**src/rtl/mc_pkg.sv**
```systemverilog
package mc_pkg;
  typedef enum logic [2:0] {ST_FETCH, ST_DECODE, ST_EXEC, ST_MEM, ST_WB} phase_t;
  typedef enum logic [2:0] {ALU_ADD, ALU_SUB, ALU_AND, ALU_OR, ALU_SLT} alu_op_t;
  typedef enum logic [1:0] {PCS_ALU, PCS_RES, PCS_JMP} pc_src_t;
  typedef enum logic [1:0] {SRCB_REG, SRCB_IMM, SRCB_OFS, SRCB_FOUR} srcb_t;

  localparam logic [5:0] OP_RRR  = 6'h00;
  localparam logic [5:0] OP_ADDI = 6'h08;
  localparam logic [5:0] OP_LOAD = 6'h23;
  localparam logic [5:0] OP_STOR = 6'h2B;
  localparam logic [5:0] OP_BREQ = 6'h04;
  localparam logic [5:0] OP_JUMP = 6'h02;

  localparam logic [5:0] FN_ADD = 6'h20;
  localparam logic [5:0] FN_SUB = 6'h22;
  localparam logic [5:0] FN_AND = 6'h24;
  localparam logic [5:0] FN_OR  = 6'h25;
  localparam logic [5:0] FN_SLT = 6'h2A;

  typedef struct packed {
    logic    ir_en;
    logic    pc_en;
    pc_src_t pc_src;
    logic    ab_en;
    logic    res_en;
    logic    srca_pc;
    srcb_t   srcb;
    alu_op_t alu_op;
    logic    dr_en;
    logic    mem_we;
    logic    addr_res;
    logic    rf_we;
    logic    dst_rd;
    logic    wb_dr;
  } ctrl_t;
endpackage

```
**src/rtl/mc_alu.sv**
```systemverilog
module mc_alu #(
  parameter int W = 32
) (
  input  mc_pkg::alu_op_t op,
  input  logic [W-1:0]    a,
  input  logic [W-1:0]    b,
  output logic [W-1:0]    y
);
  import mc_pkg::*;
  always_comb begin
    unique case (op)
      ALU_SUB: y = a - b;
      ALU_AND: y = a & b;
      ALU_OR:  y = a | b;
      ALU_SLT: y = {{(W-1){1'b0}}, ($signed(a) < $signed(b))};
      default: y = a + b;
    endcase
  end
endmodule

```
**src/rtl/mc_regfile.sv**
```systemverilog
module mc_regfile #(
  parameter int W    = 32,
  parameter int NREG = 32,
  localparam int IW  = $clog2(NREG)
) (
  input  logic          clk,
  input  logic          rst_n,
  input  logic [IW-1:0] rd_a_idx,
  input  logic [IW-1:0] rd_b_idx,
  output logic [W-1:0]  rd_a,
  output logic [W-1:0]  rd_b,
  input  logic          wr_en,
  input  logic [IW-1:0] wr_idx,
  input  logic [W-1:0]  wr_data
);
  logic [W-1:0] regs [NREG];

  // entry 0 is a hard zero; the others are ordinary enabled registers
  assign regs[0] = '0;

  for (genvar i = 1; i < NREG; i++) begin : g_reg
    logic hit;
    assign hit = wr_en && (wr_idx == IW'(i));
    always_ff @(posedge clk or negedge rst_n) begin
      if (!rst_n)   regs[i] <= '0;
      else if (hit) regs[i] <= wr_data;
    end
  end

  assign rd_a = regs[rd_a_idx];
  assign rd_b = regs[rd_b_idx];
endmodule

```
**src/rtl/mc_ctrl.sv**
```systemverilog
module mc_ctrl (
  input  mc_pkg::phase_t state,
  input  logic [5:0]     opcode,
  input  logic [5:0]     funct,
  input  logic           a_eq_b,
  output mc_pkg::phase_t next_state,
  output mc_pkg::ctrl_t  ctl
);
  import mc_pkg::*;

  function automatic alu_op_t fn_to_op(logic [5:0] fn);
    case (fn)
      FN_SUB:  return ALU_SUB;
      FN_AND:  return ALU_AND;
      FN_OR:   return ALU_OR;
      FN_SLT:  return ALU_SLT;
      default: return ALU_ADD;
    endcase
  endfunction

  logic is_rrr, is_load, is_stor, is_breq, is_jump, is_addi;
  assign is_rrr  = (opcode == OP_RRR);
  assign is_load = (opcode == OP_LOAD);
  assign is_stor = (opcode == OP_STOR);
  assign is_breq = (opcode == OP_BREQ);
  assign is_jump = (opcode == OP_JUMP);
  assign is_addi = (opcode == OP_ADDI);

  always_comb begin
    ctl        = '0;
    next_state = ST_FETCH;
    unique case (state)
      ST_FETCH: begin
        ctl.ir_en   = 1'b1;
        ctl.srca_pc = 1'b1;
        ctl.srcb    = SRCB_FOUR;
        ctl.alu_op  = ALU_ADD;
        ctl.pc_en   = 1'b1;
        ctl.pc_src  = PCS_ALU;
        next_state  = ST_DECODE;
      end
      ST_DECODE: begin
        ctl.ab_en   = 1'b1;
        ctl.srca_pc = 1'b1;
        ctl.srcb    = SRCB_OFS;
        ctl.alu_op  = ALU_ADD;
        ctl.res_en  = 1'b1;
        if (is_jump) begin
          ctl.pc_en  = 1'b1;
          ctl.pc_src = PCS_JMP;
        end else if (is_rrr || is_addi || is_load || is_stor || is_breq) begin
          next_state = ST_EXEC;
        end
      end
      ST_EXEC: begin
        if (is_breq) begin
          ctl.pc_en  = a_eq_b;
          ctl.pc_src = PCS_RES;
        end else begin
          ctl.srcb   = is_rrr ? SRCB_REG : SRCB_IMM;
          ctl.alu_op = is_rrr ? fn_to_op(funct) : ALU_ADD;
          ctl.res_en = 1'b1;
          next_state = (is_load || is_stor) ? ST_MEM : ST_WB;
        end
      end
      ST_MEM: begin
        ctl.addr_res = 1'b1;
        ctl.mem_we   = is_stor;
        ctl.dr_en    = is_load;
        next_state   = is_load ? ST_WB : ST_FETCH;
      end
      ST_WB: begin
        ctl.rf_we  = 1'b1;
        ctl.dst_rd = is_rrr;
        ctl.wb_dr  = is_load;
      end
      default: next_state = ST_FETCH;
    endcase
  end
endmodule

```
**src/rtl/mc_core.sv**
```systemverilog
module mc_core #(
  parameter int XLEN = 32
) (
  input  logic            clk,
  input  logic            rst_n,
  output logic [XLEN-1:0] mem_addr,
  output logic [XLEN-1:0] mem_wdata,
  input  logic [XLEN-1:0] mem_rdata,
  output logic            mem_we
);
  import mc_pkg::*;

  localparam int RIDX_W = 5;
  localparam int NREG   = 1 << RIDX_W;
  localparam int IMM_W  = 16;
  localparam int TGT_W  = 26;

  phase_t          state_q, state_d;
  ctrl_t           ctl;
  logic [XLEN-1:0] pc_q, pc_d, ir_q, dr_q, a_q, b_q, res_q;
  logic [XLEN-1:0] rf_a, rf_b, alu_a, alu_b, alu_y, imm_sx, jmp_pc;
  logic [RIDX_W-1:0] wr_idx;

  assign imm_sx = {{(XLEN-IMM_W){ir_q[IMM_W-1]}}, ir_q[IMM_W-1:0]};
  assign jmp_pc = {pc_q[XLEN-1 -: 4], ir_q[TGT_W-1:0], 2'b00};

  mc_ctrl u_ctrl (
    .state      (state_q),
    .opcode     (ir_q[31:26]),
    .funct      (ir_q[5:0]),
    .a_eq_b     (a_q == b_q),
    .next_state (state_d),
    .ctl        (ctl)
  );

  always_comb begin
    alu_a = ctl.srca_pc ? pc_q : a_q;
    unique case (ctl.srcb)
      SRCB_REG:  alu_b = b_q;
      SRCB_IMM:  alu_b = imm_sx;
      SRCB_OFS:  alu_b = imm_sx << 2;
      default:   alu_b = XLEN'(4);
    endcase
  end

  mc_alu #(.W(XLEN)) u_alu (.op(ctl.alu_op), .a(alu_a), .b(alu_b), .y(alu_y));

  assign wr_idx = ctl.dst_rd ? ir_q[15:11] : ir_q[20:16];

  mc_regfile #(.W(XLEN), .NREG(NREG)) u_rf (
    .clk      (clk),
    .rst_n    (rst_n),
    .rd_a_idx (ir_q[25:21]),
    .rd_b_idx (ir_q[20:16]),
    .rd_a     (rf_a),
    .rd_b     (rf_b),
    .wr_en    (ctl.rf_we),
    .wr_idx   (wr_idx),
    .wr_data  (ctl.wb_dr ? dr_q : res_q)
  );

  always_comb begin
    unique case (ctl.pc_src)
      PCS_RES: pc_d = res_q;
      PCS_JMP: pc_d = jmp_pc;
      default: pc_d = alu_y;
    endcase
  end

  // sequencer state
  always_ff @(posedge clk or negedge rst_n) begin
    if (!rst_n) state_q <= ST_FETCH;
    else        state_q <= state_d;
  end

  // holding registers, each with its own enable
  always_ff @(posedge clk or negedge rst_n) begin
    if (!rst_n) begin
      pc_q  <= '0;
      ir_q  <= '0;
      dr_q  <= '0;
      a_q   <= '0;
      b_q   <= '0;
      res_q <= '0;
    end else begin
      if (ctl.pc_en)  pc_q  <= pc_d;
      if (ctl.ir_en)  ir_q  <= mem_rdata;
      if (ctl.dr_en)  dr_q  <= mem_rdata;
      if (ctl.ab_en)  a_q   <= rf_a;
      if (ctl.ab_en)  b_q   <= rf_b;
      if (ctl.res_en) res_q <= alu_y;
    end
  end

  assign mem_addr  = ctl.addr_res ? res_q : pc_q;
  assign mem_wdata = b_q;
  assign mem_we    = ctl.mem_we;
endmodule

```
**config.mk**
```make
export PLATFORM = sky130hd
export DESIGN_NAME = mc_core
export DESIGN_NICKNAME = d
export VERILOG_FILES = /design/src/rtl/mc_pkg.sv /design/src/rtl/mc_alu.sv /design/src/rtl/mc_regfile.sv /design/src/rtl/mc_ctrl.sv /design/src/rtl/mc_core.sv
export SDC_FILE = /design/constraint.sdc
export NUM_CORES = 2
export LEC_CHECK = 0
export BUFFER_PORTS_ARGS = -buffer_cell sky130_fd_sc_hd__clkbuf_2
export CORE_MARGIN = 4
export CORE_UTILIZATION = 65
export DETAILED_ROUTE_END_ITERATION = 16
export GPL_TIMING_DRIVEN = 0
export HOLD_SLACK_MARGIN = 0.08
export PLACE_DENSITY_LB_ADDON = 0.2
export RECOVER_POWER = 25
export SETUP_SLACK_MARGIN = 0.15
export SLEW_MARGIN = 10
export SYNTH_ARGS = -nofsm -noshare
export SYNTH_HDL_FRONTEND = slang
export SYNTH_HIERARCHICAL = 1
export SYNTH_SLANG_ARGS = --single-unit
```
**constraint.sdc**
```tcl
create_clock -name clk -period 9.15 [get_ports clk]
set_input_delay 0.915 -clock clk [delete_from_list [all_inputs] [get_ports clk]]
set_output_delay 0.915 -clock clk [all_outputs]
set_load 0.01 [all_outputs]
```
==> flow_summary.yaml <==
global_routing:
  grt_pass1_vias: 52300
  antenna_found_initial: 14
  grt_usage: 0.452
  grt_first_pass_wirelength_um: 363000
  overflow: 0
  grt_max_degree: 107
routing:
  routed_wl_um: 255000
  via_per_inst: 7.63
  route.detailed.drc: 0
  vias: 52500
  ant_nets: 0
  wl_per_cell_um: 37.0
  initialDrtViolationCount: 7425
  first_pass_iters: 14
min_path:
  hp-start: "mem_rdata[23]"
  hold_class: "in2reg"
  min_to: "ir_q[23]"
  whs_path_depth: 2
layout:
  fin_area_um2: 75100
  fin_nets: 5529
  fin_cells: 6880
  fin_util: 0.721
  drive_gt1_frac: 0.379
  area_delta_synth_final_pct: 9.65
  fill_cells: 7025
sta:
  rsz0062_at_grt: "no"
  holdWs_ns: 0.417
  setup_tns_ns: 0
  drv_slew: 62
  finalHoldViolCount: 0
  tightest_slew_ns: 3.59
  timing.fmax_mhz: 180
  clock_skew_ns: 0.0430
  setup_viol: 0
  post-route-min-period_ns: 5.56
  slew_headroom: -1.39
  period_share: 0.608
  layout_setup_ws_ns: 3.59
clock_tree:
  clk_pin_slew_worst_paths_ns: 0.06
  clock_latency_ns: 0.74
  post-cts-setup-buffers: 0
  cts_buffers: 121
  cts_repair_resize_count: 0
  cts_hold_buf: 0
  clk_path_buf_depth: 3
  htree_levels: 3
  cts_tree: "yes"
  clock-sinks: 1187
  root_buffer: "clkbuf_16"
critical_path:
  path_class: "reg2reg"
  r2r_cells: 21
  cp_max_fo: 10
  reg2reg_slack_ns: 3.59
  start_kind: "flip-flop"
  critPathMaxStageDelay_ns: 0.57
  required_ns: 9.76
  slowest_stage: "nor3_1"
  cp.arrival_ns: 6.17
  reg2reg_to: "pc_q[27]"
  path_cells: "clkbuf_1 -> a311oi_1 -> buf_4 -> buf_6 -> mux2i_1 -> nor2_1 -> inv_1 -> ha_1 -> nor2_1 -> o311ai_1 -> o311ai_2 -> o21ai_2 -> a211oi_2 -> nor3_1 -> o21ai_2 -> a21oi_1 -> o221ai_1 -> a221o_1 -> nand2_1 -> o21ai_1 -> mux2_4"
  reg2reg_from: "state_q[0]"
  critPathCaptureType: "flip-flop"
synth:
  synth_top_cell_by_area: "dfrtp_1"
  synth_edf_count: 0
  ys_ff_latch: 1187
  yosys.area.top_type_share: 0.434
  synth_warnings: 6
  yosysSeqAreaShare: 0.434
  synth_area_um2: 68500
  async_reset_ff_frac: 1.00
  syn_avg_cell_area_um2: 13.3
  synth.distinct_cells: 106
  yosys-top-cells-count: "dfrtp_1 (1187), mux2_2 (1082), mux4_2 (384), mux2_1 (256), clkbuf_1 (243)"
  synth.area.top_cells: "dfrtp_1 (43%), mux2_2 (18%), mux4_2 (13%)"
  postSynthCellCount: 5160
  synth.most_common_cell: "dfrtp_1"
  dominantRegCellSynth: "dfrtp_1"
  syn_nets: 5294
placement:
  place_hpwl_um: 183000
  dpl_worst_slack_ns: 3.70
  dp.cells: 6651
  placedInstanceArea_um2: 71100
  gp_congestion: 1.11
  io_buffers: 98
floorplanning:
  die_area_um2: 111000
  start_util: 0.658
  rows: 118
  fp.dieW_um: 333
  die_h_um: 333
  ios: 99
  core_um2: 104000
status:
  status: "complete, but fails checks"
  violations: "max-capacitance violations, max-slew violations"
power:
  power_density_nw_per_um2: 335
  ir_drop_uv: 376
  leakagePower_nw: 35.3
  finalPower_mw: 25.1
run:
  max_cap_violations: 2
critical path, delay by kind of cell (launching register included):
kind,cells,cell delay [ns]
compound gates,10,2.56
simple gates,4,0.95
buf+inv,4,0.89
flops,1,0.40
mux,2,0.35
fa+ha+maj,1,0.32
report_power, final:
| group | internal [mW] | total [mW] | switching [mW] |
|---|---|---|---|
| logic | 4.49 | 13.4 | 8.93 |
| registers | 5.90 | 6.66 | 0.761 |
| clock network | 2.87 | 5.06 | 2.18 |
how the worst max path moves through the flow:
stage	startpoint	endpoint	slack [ns]	depth (start not counted)
after global placement	rst_n	u_rf/regs[857]	-21.69	1
after CTS	state_q[0]	pc_q[27]	3.68	21
after detailed placement	state_q[0]	pc_q[27]	3.70	21
after global routing	state_q[0]	pc_q[27]	3.36	21
after floorplan	state_q[0]	pc_q[25]	4.64	20
final	state_q[0]	pc_q[27]	3.59	21
cells in the final DEF, fill, tap and decap left out, types with 54 or more instances in the layout:
cell type,n
a211oi_1,68
nand2_1,176
clkbuf_1,274
clkbuf_2,102
buf_4,54
a21oi_1,74
mux4_2,384
ha_1,98
o22ai_1,75
dfrtp_1,1187
o21ai_1,111
mux2_2,1082
nor2_1,104
o31ai_1,69
mux2i_1,178
mux2_1,256
inv_1,106
buf_2,155
clkbuf_16,122
a22o_1,193
registers in the layout (all words and copies together), names as in the netlist:
name,cells
pc_q,32
dr_q,32
res_q,32
ir_q,32
u_rf/regs,992
state_q,3
a_q,32
mem_wdata,32
routing by layer:
metal	GRT usage	wire, um	part of all wire	up-vias
met5	0.0111	245	0.00096	-
met4	0.288	21300	0.084	18
met3	0.192	37800	0.15	1328
met2	0.657	108000	0.42	4465
met1	0.559	87100	0.34	26600
li1	-	-	-	20100
logic make-up after synthesis:
logic type | count (synthesis) | synth area share
fa+ha+maj | 100 | 0.0185
xor+xnor | 36 | 0.00460
buf+inv | 614 | 0.0442
compound gates | 832 | 0.0908
mux | 1904 | 0.373
simple gates | 487 | 0.0350
flops | 1187 | 0.434
layout make-up:
class	instances	area, um^2	area share
tap	1380	1730	0.0230
inverter	107	402	0.00535
antenna	7	17.5	0.000233
clock buffer	183	3600	0.0480
multi-input combinational	3359	35800	0.476
sequential	1187	29700	0.396
timing repair buffer	112	852	0.0113
clock inverter	38	408	0.00543
buffer	507	2620	0.0349
Note: power is estimated with default switching activity, not from simulation.
